<file path="src/rtl/mesi_pkg.sv">
package mesi_pkg;
  typedef enum logic [1:0] {
    ST_I = 2'b00,
    ST_S = 2'b01,
    ST_E = 2'b10,
    ST_M = 2'b11
  } line_st_e;

  typedef enum logic [1:0] {
    LOC_RD  = 2'b00,
    LOC_WR  = 2'b01,
    LOC_EVC = 2'b10,
    LOC_NOP = 2'b11
  } loc_op_e;

  typedef enum logic [1:0] {
    SNP_RD  = 2'b00,
    SNP_WR  = 2'b01,
    SNP_UPG = 2'b10,
    SNP_NOP = 2'b11
  } snp_op_e;

  typedef enum logic [1:0] {
    CMD_RD  = 2'b00,
    CMD_WR  = 2'b01,
    CMD_UPG = 2'b10
  } bus_cmd_e;
endpackage

</file>
<file path="src/rtl/mesi_snoop_eval.sv">
module mesi_snoop_eval
  import mesi_pkg::*;
(
  input  line_st_e  st_i,
  input  logic      valid_i,
  input  snp_op_e   op_i,
  output line_st_e  post_o,
  output logic      resp_shared_o,
  output logic      resp_dirty_o,
  output logic      wb_o,
  output logic      err_o
);
  always_comb begin
    post_o        = st_i;
    resp_shared_o = 1'b0;
    resp_dirty_o  = 1'b0;
    wb_o          = 1'b0;
    err_o         = 1'b0;
    if (valid_i && st_i != ST_I) begin
      unique case (op_i)
        SNP_RD: begin
          if (st_i == ST_M) begin
            resp_dirty_o = 1'b1;
            wb_o         = 1'b1;
          end else begin
            resp_shared_o = 1'b1;
          end
          post_o = ST_S;
        end
        SNP_WR: begin
          if (st_i == ST_M) begin
            resp_dirty_o = 1'b1;
            wb_o         = 1'b1;
          end
          post_o = ST_I;
        end
        SNP_UPG: begin
          // another cache cannot upgrade while this one owns the line
          if (st_i == ST_S) post_o = ST_I;
          else              err_o  = 1'b1;
        end
        default: ;
      endcase
    end
  end
endmodule

</file>
<file path="src/rtl/mesi_local_eval.sv">
module mesi_local_eval
  import mesi_pkg::*;
(
  input  line_st_e  st_i,
  input  logic      valid_i,
  input  loc_op_e   op_i,
  output line_st_e  next_o,
  output logic      need_bus_o,
  output logic      is_write_o,
  output logic      wb_o
);
  always_comb begin
    next_o     = st_i;
    need_bus_o = 1'b0;
    is_write_o = 1'b0;
    wb_o       = 1'b0;
    if (valid_i) begin
      unique case (op_i)
        LOC_RD: need_bus_o = (st_i == ST_I);
        LOC_WR: begin
          is_write_o = 1'b1;
          if (st_i == ST_I || st_i == ST_S) need_bus_o = 1'b1;
          else                              next_o     = ST_M;
        end
        LOC_EVC: begin
          wb_o   = (st_i == ST_M);
          next_o = ST_I;
        end
        default: ;
      endcase
    end
  end
endmodule

</file>
<file path="src/rtl/mesi_txn_tracker.sv">
module mesi_txn_tracker
  import mesi_pkg::*;
(
  input  logic      clk_i,
  input  logic      rst_ni,
  input  logic      start_i,
  input  logic      start_wr_i,
  input  logic      done_i,
  input  line_st_e  st_i,
  output logic      pend_o,
  output logic      pend_wr_o,
  output logic      complete_o,
  output bus_cmd_e  cmd_o
);
  logic pend_q, wr_q;

  always_ff @(posedge clk_i or negedge rst_ni) begin
    if (!rst_ni) begin
      pend_q <= 1'b0;
      wr_q   <= 1'b0;
    end else if (pend_q) begin
      if (done_i) pend_q <= 1'b0;
    end else if (start_i) begin
      pend_q <= 1'b1;
      wr_q   <= start_wr_i;
    end
  end

  assign pend_o     = pend_q;
  assign pend_wr_o  = pend_q & wr_q;
  assign complete_o = pend_q & done_i;

  // a write that lost its shared copy needs the full bus write
  always_comb begin
    cmd_o = CMD_RD;
    if (pend_q && wr_q) cmd_o = (st_i == ST_S) ? CMD_UPG : CMD_WR;
  end

  p_busy_hold_r11: assert property (@(posedge clk_i) disable iff (!rst_ni)
    pend_q && !done_i |=> pend_q);
  p_done_clears_r11: assert property (@(posedge clk_i) disable iff (!rst_ni)
    pend_q && done_i |=> !pend_q);
endmodule

</file>
<file path="src/rtl/mesi_line_ctrl.sv">
module mesi_line_ctrl
  import mesi_pkg::*;
(
  input  logic       clk_i,
  input  logic       rst_ni,
  input  logic       loc_req_i,
  input  logic [1:0] loc_op_i,
  input  logic       snp_valid_i,
  input  logic [1:0] snp_op_i,
  input  logic       sharer_i,
  input  logic       bus_done_i,
  output logic       bus_req_o,
  output logic [1:0] bus_cmd_o,
  output logic       busy_o,
  output logic       resp_shared_o,
  output logic       resp_dirty_o,
  output logic       wb_o,
  output logic       err_o,
  output logic [1:0] state_o
);
  line_st_e state_q, state_d, snp_post, loc_next;
  logic     snp_wb, loc_wb, need_bus, loc_wr, loc_acc;
  logic     pend, pend_wr, complete;
  bus_cmd_e cmd;

  mesi_snoop_eval i_snoop (
    .st_i         (state_q),
    .valid_i      (snp_valid_i),
    .op_i         (snp_op_e'(snp_op_i)),
    .post_o       (snp_post),
    .resp_shared_o(resp_shared_o),
    .resp_dirty_o (resp_dirty_o),
    .wb_o         (snp_wb),
    .err_o        (err_o)
  );

  assign loc_acc = loc_req_i & ~pend;

  // local event sees the post-snoop state
  mesi_local_eval i_local (
    .st_i      (snp_post),
    .valid_i   (loc_acc),
    .op_i      (loc_op_e'(loc_op_i)),
    .next_o    (loc_next),
    .need_bus_o(need_bus),
    .is_write_o(loc_wr),
    .wb_o      (loc_wb)
  );

  mesi_txn_tracker i_txn (
    .clk_i     (clk_i),
    .rst_ni    (rst_ni),
    .start_i   (need_bus),
    .start_wr_i(loc_wr),
    .done_i    (bus_done_i),
    .st_i      (state_q),
    .pend_o    (pend),
    .pend_wr_o (pend_wr),
    .complete_o(complete),
    .cmd_o     (cmd)
  );

  always_comb begin
    if (complete)     state_d = pend_wr ? ST_M : (sharer_i ? ST_S : ST_E);
    else if (loc_acc) state_d = loc_next;
    else              state_d = snp_post;
  end

  always_ff @(posedge clk_i or negedge rst_ni) begin
    if (!rst_ni) state_q <= ST_I;
    else         state_q <= state_d;
  end

  assign state_o   = state_q;
  assign busy_o    = pend;
  assign bus_req_o = pend;
  assign bus_cmd_o = cmd;
  assign wb_o      = snp_wb | loc_wb;

  p_quiet_invalid_r10: assert property (@(posedge clk_i) disable iff (!rst_ni)
    snp_valid_i && state_o == 2'b00 |-> !resp_shared_o && !resp_dirty_o && !err_o);
  p_dirty_wb_r7: assert property (@(posedge clk_i) disable iff (!rst_ni)
    resp_dirty_o |-> wb_o);
  p_upg_err_r9: assert property (@(posedge clk_i) disable iff (!rst_ni)
    snp_valid_i && snp_op_i == 2'b10 && state_o[1] |-> err_o);
  p_err_holds_r9: assert property (@(posedge clk_i) disable iff (!rst_ni)
    err_o && !loc_req_i |=> state_o == $past(state_o));
  p_silent_e2m_r5: assert property (@(posedge clk_i) disable iff (!rst_ni)
    state_o == 2'b10 && loc_req_i && loc_op_i == 2'b01 && !snp_valid_i && !busy_o
    |=> state_o == 2'b11 && !bus_req_o);
  p_write_done_m_r3: assert property (@(posedge clk_i) disable iff (!rst_ni)
    bus_req_o && bus_done_i && bus_cmd_o != 2'b00 |=> state_o == 2'b11);
  p_snoop_first_r12: assert property (@(posedge clk_i) disable iff (!rst_ni)
    state_o == 2'b11 && snp_valid_i && snp_op_i == 2'b00 && loc_req_i && loc_op_i == 2'b01 && !busy_o
    |=> state_o == 2'b01 && busy_o && bus_cmd_o == 2'b10);
  p_evict_clean_r6: assert property (@(posedge clk_i) disable iff (!rst_ni)
    (state_o == 2'b01 || state_o == 2'b10) && loc_req_i && loc_op_i == 2'b10 && !snp_valid_i && !busy_o
    |-> !wb_o ##1 state_o == 2'b00);
endmodule

</file>
<file path="config.mk">
export PLATFORM = sky130hd
export DESIGN_NAME = mesi_line_ctrl
export DESIGN_NICKNAME = d
export VERILOG_FILES = /design/src/rtl/mesi_pkg.sv /design/src/rtl/mesi_snoop_eval.sv /design/src/rtl/mesi_local_eval.sv /design/src/rtl/mesi_txn_tracker.sv /design/src/rtl/mesi_line_ctrl.sv
export SDC_FILE = /design/constraint.sdc
export NUM_CORES = 1
export LEC_CHECK = 0
export ABC_CLOCK_PERIOD_IN_PS = 1900
export BUFFER_PORTS_ARGS = -buffer_cell sky130_fd_sc_hd__buf_2
export CAP_MARGIN = 10
export CORE_AREA = 2 2 39 41
export DETAILED_ROUTE_END_ITERATION = 12
export DIE_AREA = 0 0 41 43
export PLACE_DENSITY = 0.53
export SETUP_SLACK_MARGIN = 0.02
export SLEW_MARGIN = 10
export SYNTH_ARGS = -nofsm -noshare
export SYNTH_HDL_FRONTEND = slang
export SYNTH_SLANG_ARGS = --single-unit
</file>
<file path="constraint.sdc">
create_clock -name clk_i -period 1.9 [get_ports clk_i]
set_input_delay 0.475 -clock clk_i [delete_from_list [all_inputs] [get_ports clk_i]]
set_output_delay 0.475 -clock clk_i [all_outputs]
set_load 0.01 [all_outputs]
</file>
==> flow_metrics.py <==
metrics = {
    "status": {
        "status": "finished, violations left",
        "violations": "negative setup slack",
    },
    "placed_design": {
        "portBuffers": 19,
        "gp_congestion": 0.811,
        "placed_area_sq_um": 508,
        "hpwl_um": 688,
    },
    "sta": {
        "rsz0062_at_grt": "true",
        "period_minus_slack_ns": 1.96,
        "slew-limit-headroom_pct": 80.2,
        "timing.final.ws_setup_ns": -0.0554,
        "hold_viol": 0,
        "setup_viol": 1,
        "fin_skew_ns": 0.00157,
        "slew_viol_final": 0,
        "tightest_slew_ns": 0.296,
        "min_period_over_period_pct": 103,
        "clock.fmax_mhz": 511,
    },
    "global_route": {
        "antenna_found_initial": 0,
        "gr-total-overflow": 0,
        "grt.total_usage_pct": 11.4,
        "grt_pass1_vias": 383,
        "grt_pass1_wl_mm": 1.39,
        "grt_max_degree": 11,
    },
    "pwr": {
        "p_leak_nw": 0.283,
        "ir_worst_vdd_uv": 245,
        "powerDensity_mw_per_mm2": 948,
        "report.power.total_mw": 0.521,
    },
    "synth": {
        "synth_mux_area_share_pct": 0,
        "yosysSeqAreaShare_pct": 26.2,
        "yosys.area.top_type": "dfrtp_1",
        "synth_nets": 56,
        "synthCells": 43,
        "synth_xor_xnor_area_share_pct": 2.30,
        "ys_ff_latch": 4,
        "ys_top_cells_by_area": "dfrtp_1 (26%), ha_1 (9.8%), a21oi_1 (3.9%)",
        "syn_area_per_cell_sq_um": 8.87,
        "yosysWarnings": 0,
        "syn_area_sq_um": 382,
        "synth_fa_ha_area_share_pct": 9.84,
        "synth-simple-area-share_pct": 38.0,
        "synth_cell_types": 29,
        "synth_compound_area_share_pct": 15.7,
        "synth_top_area_share_pct": 26.2,
        "synth_top_family_by_area": "simple AND/OR/NAND/NOR gates",
    },
    "clock_network": {
        "cts_made_buffers": 3,
        "htreeDepth": 1,
        "cts_tree": "yes",
        "clk_pin_slew_ns": 0.04,
        "cts-root-buf": "clkbuf_4",
        "cts_buffer_depth": 2,
        "clock-sinks": 4,
        "ctsHoldBuffers": 0,
        "worstSkewPairLatency_ns": 0.23,
    },
    "die": {
        "start_util_pct": 27.6,
        "die_width_um": 41,
        "dieArea_sq_mm": 0.00176,
        "core-area_sq_mm": 0.00138,
        "io-pin-count": 20,
        "fp.dieH_um": 43,
        "rows": 14,
    },
    "detailed_routing": {
        "avgViaCountPerCell": 4.83,
        "wl_um": 827,
        "firstDrtPassIters": 1,
        "num_vias": 401,
        "ant_nets": 0,
        "initialDrtViolationCount": 0,
        "routed_wire_length_per_instance_um": 9.96,
        "drc": 0,
    },
    "worst_setup_path": {
        "timing_worst_setup_path_type": "in -> out",
        "cp_max_fo": 5,
        "end_kind": "output port",
        "crit_required_ns": 1.42,
        "crit_arrival_ns": 1.48,
        "worst_setup_path_start_kind": "input pin",
    },
    "cells_and_area": {
        "seqCellArea_sq_um": 100,
        "final_area_sq_um": 549,
        "fillCellCount": 151,
        "area_delta_synth_final_pct": 43.9,
        "nets": 82,
        "multi_input_area_sq_um": 258,
        "num_antenna_cells": 0,
        "layout-drive-gt1-share_pct": 49.3,
    },
    "run": {
        "max_cap_violations": 0,
    },
    "min_path": {
        "holdCritPathClass": "in -> async",
    },
}
==> metal layers <==
metal / global-route usage (%) / part of all wire [%] / vias up
met5: 0 / 0 / -
met4: 8.67 / 0 / 0
met3: 2.09 / 7.5 / 0
met2: 18.1 / 49 / 13
met1: 12.3 / 43 / 185
li1: - / - / 203
==> synth_stat cells <==
library cell / count
nand3_2: 1
a21boi_1: 1
ha_1: 3
and3b_1: 1
nor2b_2: 1
and4b_2: 1
nand3_1: 1
nor3_1: 1
nand4_1: 2
o22ai_1: 1
a31oi_1: 1
nand3b_1: 1
or4_4: 1
buf_4: 1
a22o_1: 1
inv_1: 3
nor2_1: 1
nand2_1: 4
nor4bb_1: 1
buf_6: 1
a21oi_2: 1
a21oi_1: 3
nor2b_1: 1
and2b_2: 1
o31ai_1: 1
dfrtp_1: 4
nand2b_1: 1
nor3b_1: 2
xnor2_1: 1
==> cell usage in the layout, fill, tap and decap left out, types with 2 or more instances in the layout <==
cell type / instances
a21oi_1: 3
buf_2: 17
buf_4: 4
buf_6: 2
clkbuf_4: 3
dfrtp_1: 4
ha_1: 3
inv_1: 3
nand2_1: 4
nand4_1: 2
nor3b_1: 2
==> through the flow <==
stage               worst slack, ns  hold slack [ns]  util (%)  cells  setup TNS, ns
floorplan                    0.0663            0.179         -     43              0
global placement             -0.104            0.281      36.7     80         -0.104
detailed placement           -0.114            0.282      36.7     80         -0.114
CTS                         -0.0619           0.0300      39.7     83        -0.0619
global route                 -0.109           0.0355      39.7     83         -0.109
finish                      -0.0554           0.0375      39.7     83        -0.0554
==> worst paths after layout <==
check / depth (start not counted) / slack, ns / startpoint / end
setup / recovery: 5 / -0.06 / snp_op_i[1] / wb_o
hold / removal: 1 / 0.04 / rst_ni / i_txn.pend_o
setup reg to reg: 5 / 0.51 / state_o[1] / i_txn.wr_q
hold reg to reg: 1 / 0.55 / i_txn.wr_q / i_txn.wr_q
max in group asynchronous: 1 / 1.75 / rst_ni / state_o[0]
min in group clk_i: 1 / 0.55 / i_txn.wr_q / i_txn.wr_q
==> final cells by class <==
class / instances / area share [%]
flip-flops and latches: 4 / 18.2
clock buffers: 3 / 4.10
well taps: 16 / 3.64
multi-input cells: 34 / 46.9
repair buffers: 23 / 25.1
inverters: 3 / 2.05
==> critical path, cell delays in order <==
cell and delay (ns):
buf_6 0.10, nor4bb_1 0.13, or4_4 0.54, o22ai_2 0.10
buf_2 0.14
==> registers in the layout (all words and copies together) (netlist names) <==
signal        flops
i_txn.pend_o      1
i_txn.wr_q        1
state_o           2
==> logic make-up (layout without fill, tap and decap cells) <==
group           count (synthesis)  in the layout
compound gates                  9              9
xor+xnor                        1              1
simple gates                   21             21
fa+ha+maj                       3              3
flops                           4              4
buf+inv                         5             29
==> report_power, final <==
group	internal, mW	total (mW)	leakage, nW	switching (mW)
combinational	0.139	0.267	0.219	0.128
clock	0.0705	0.103	0.0138	0.0329
sequential	0.117	0.150	0.0501	0.0328
==> repair_timing <==
| item | in CTS | in global routing |
|---|---|---|
| setup endpoints to repair | 1 | 1 |
| pin swaps | 1 | 0 |
| buffers inserted | 0 | 0 |
| gates resized for setup | 4 | 0 |
Note: power is estimated with default switching activity, not from simulation.
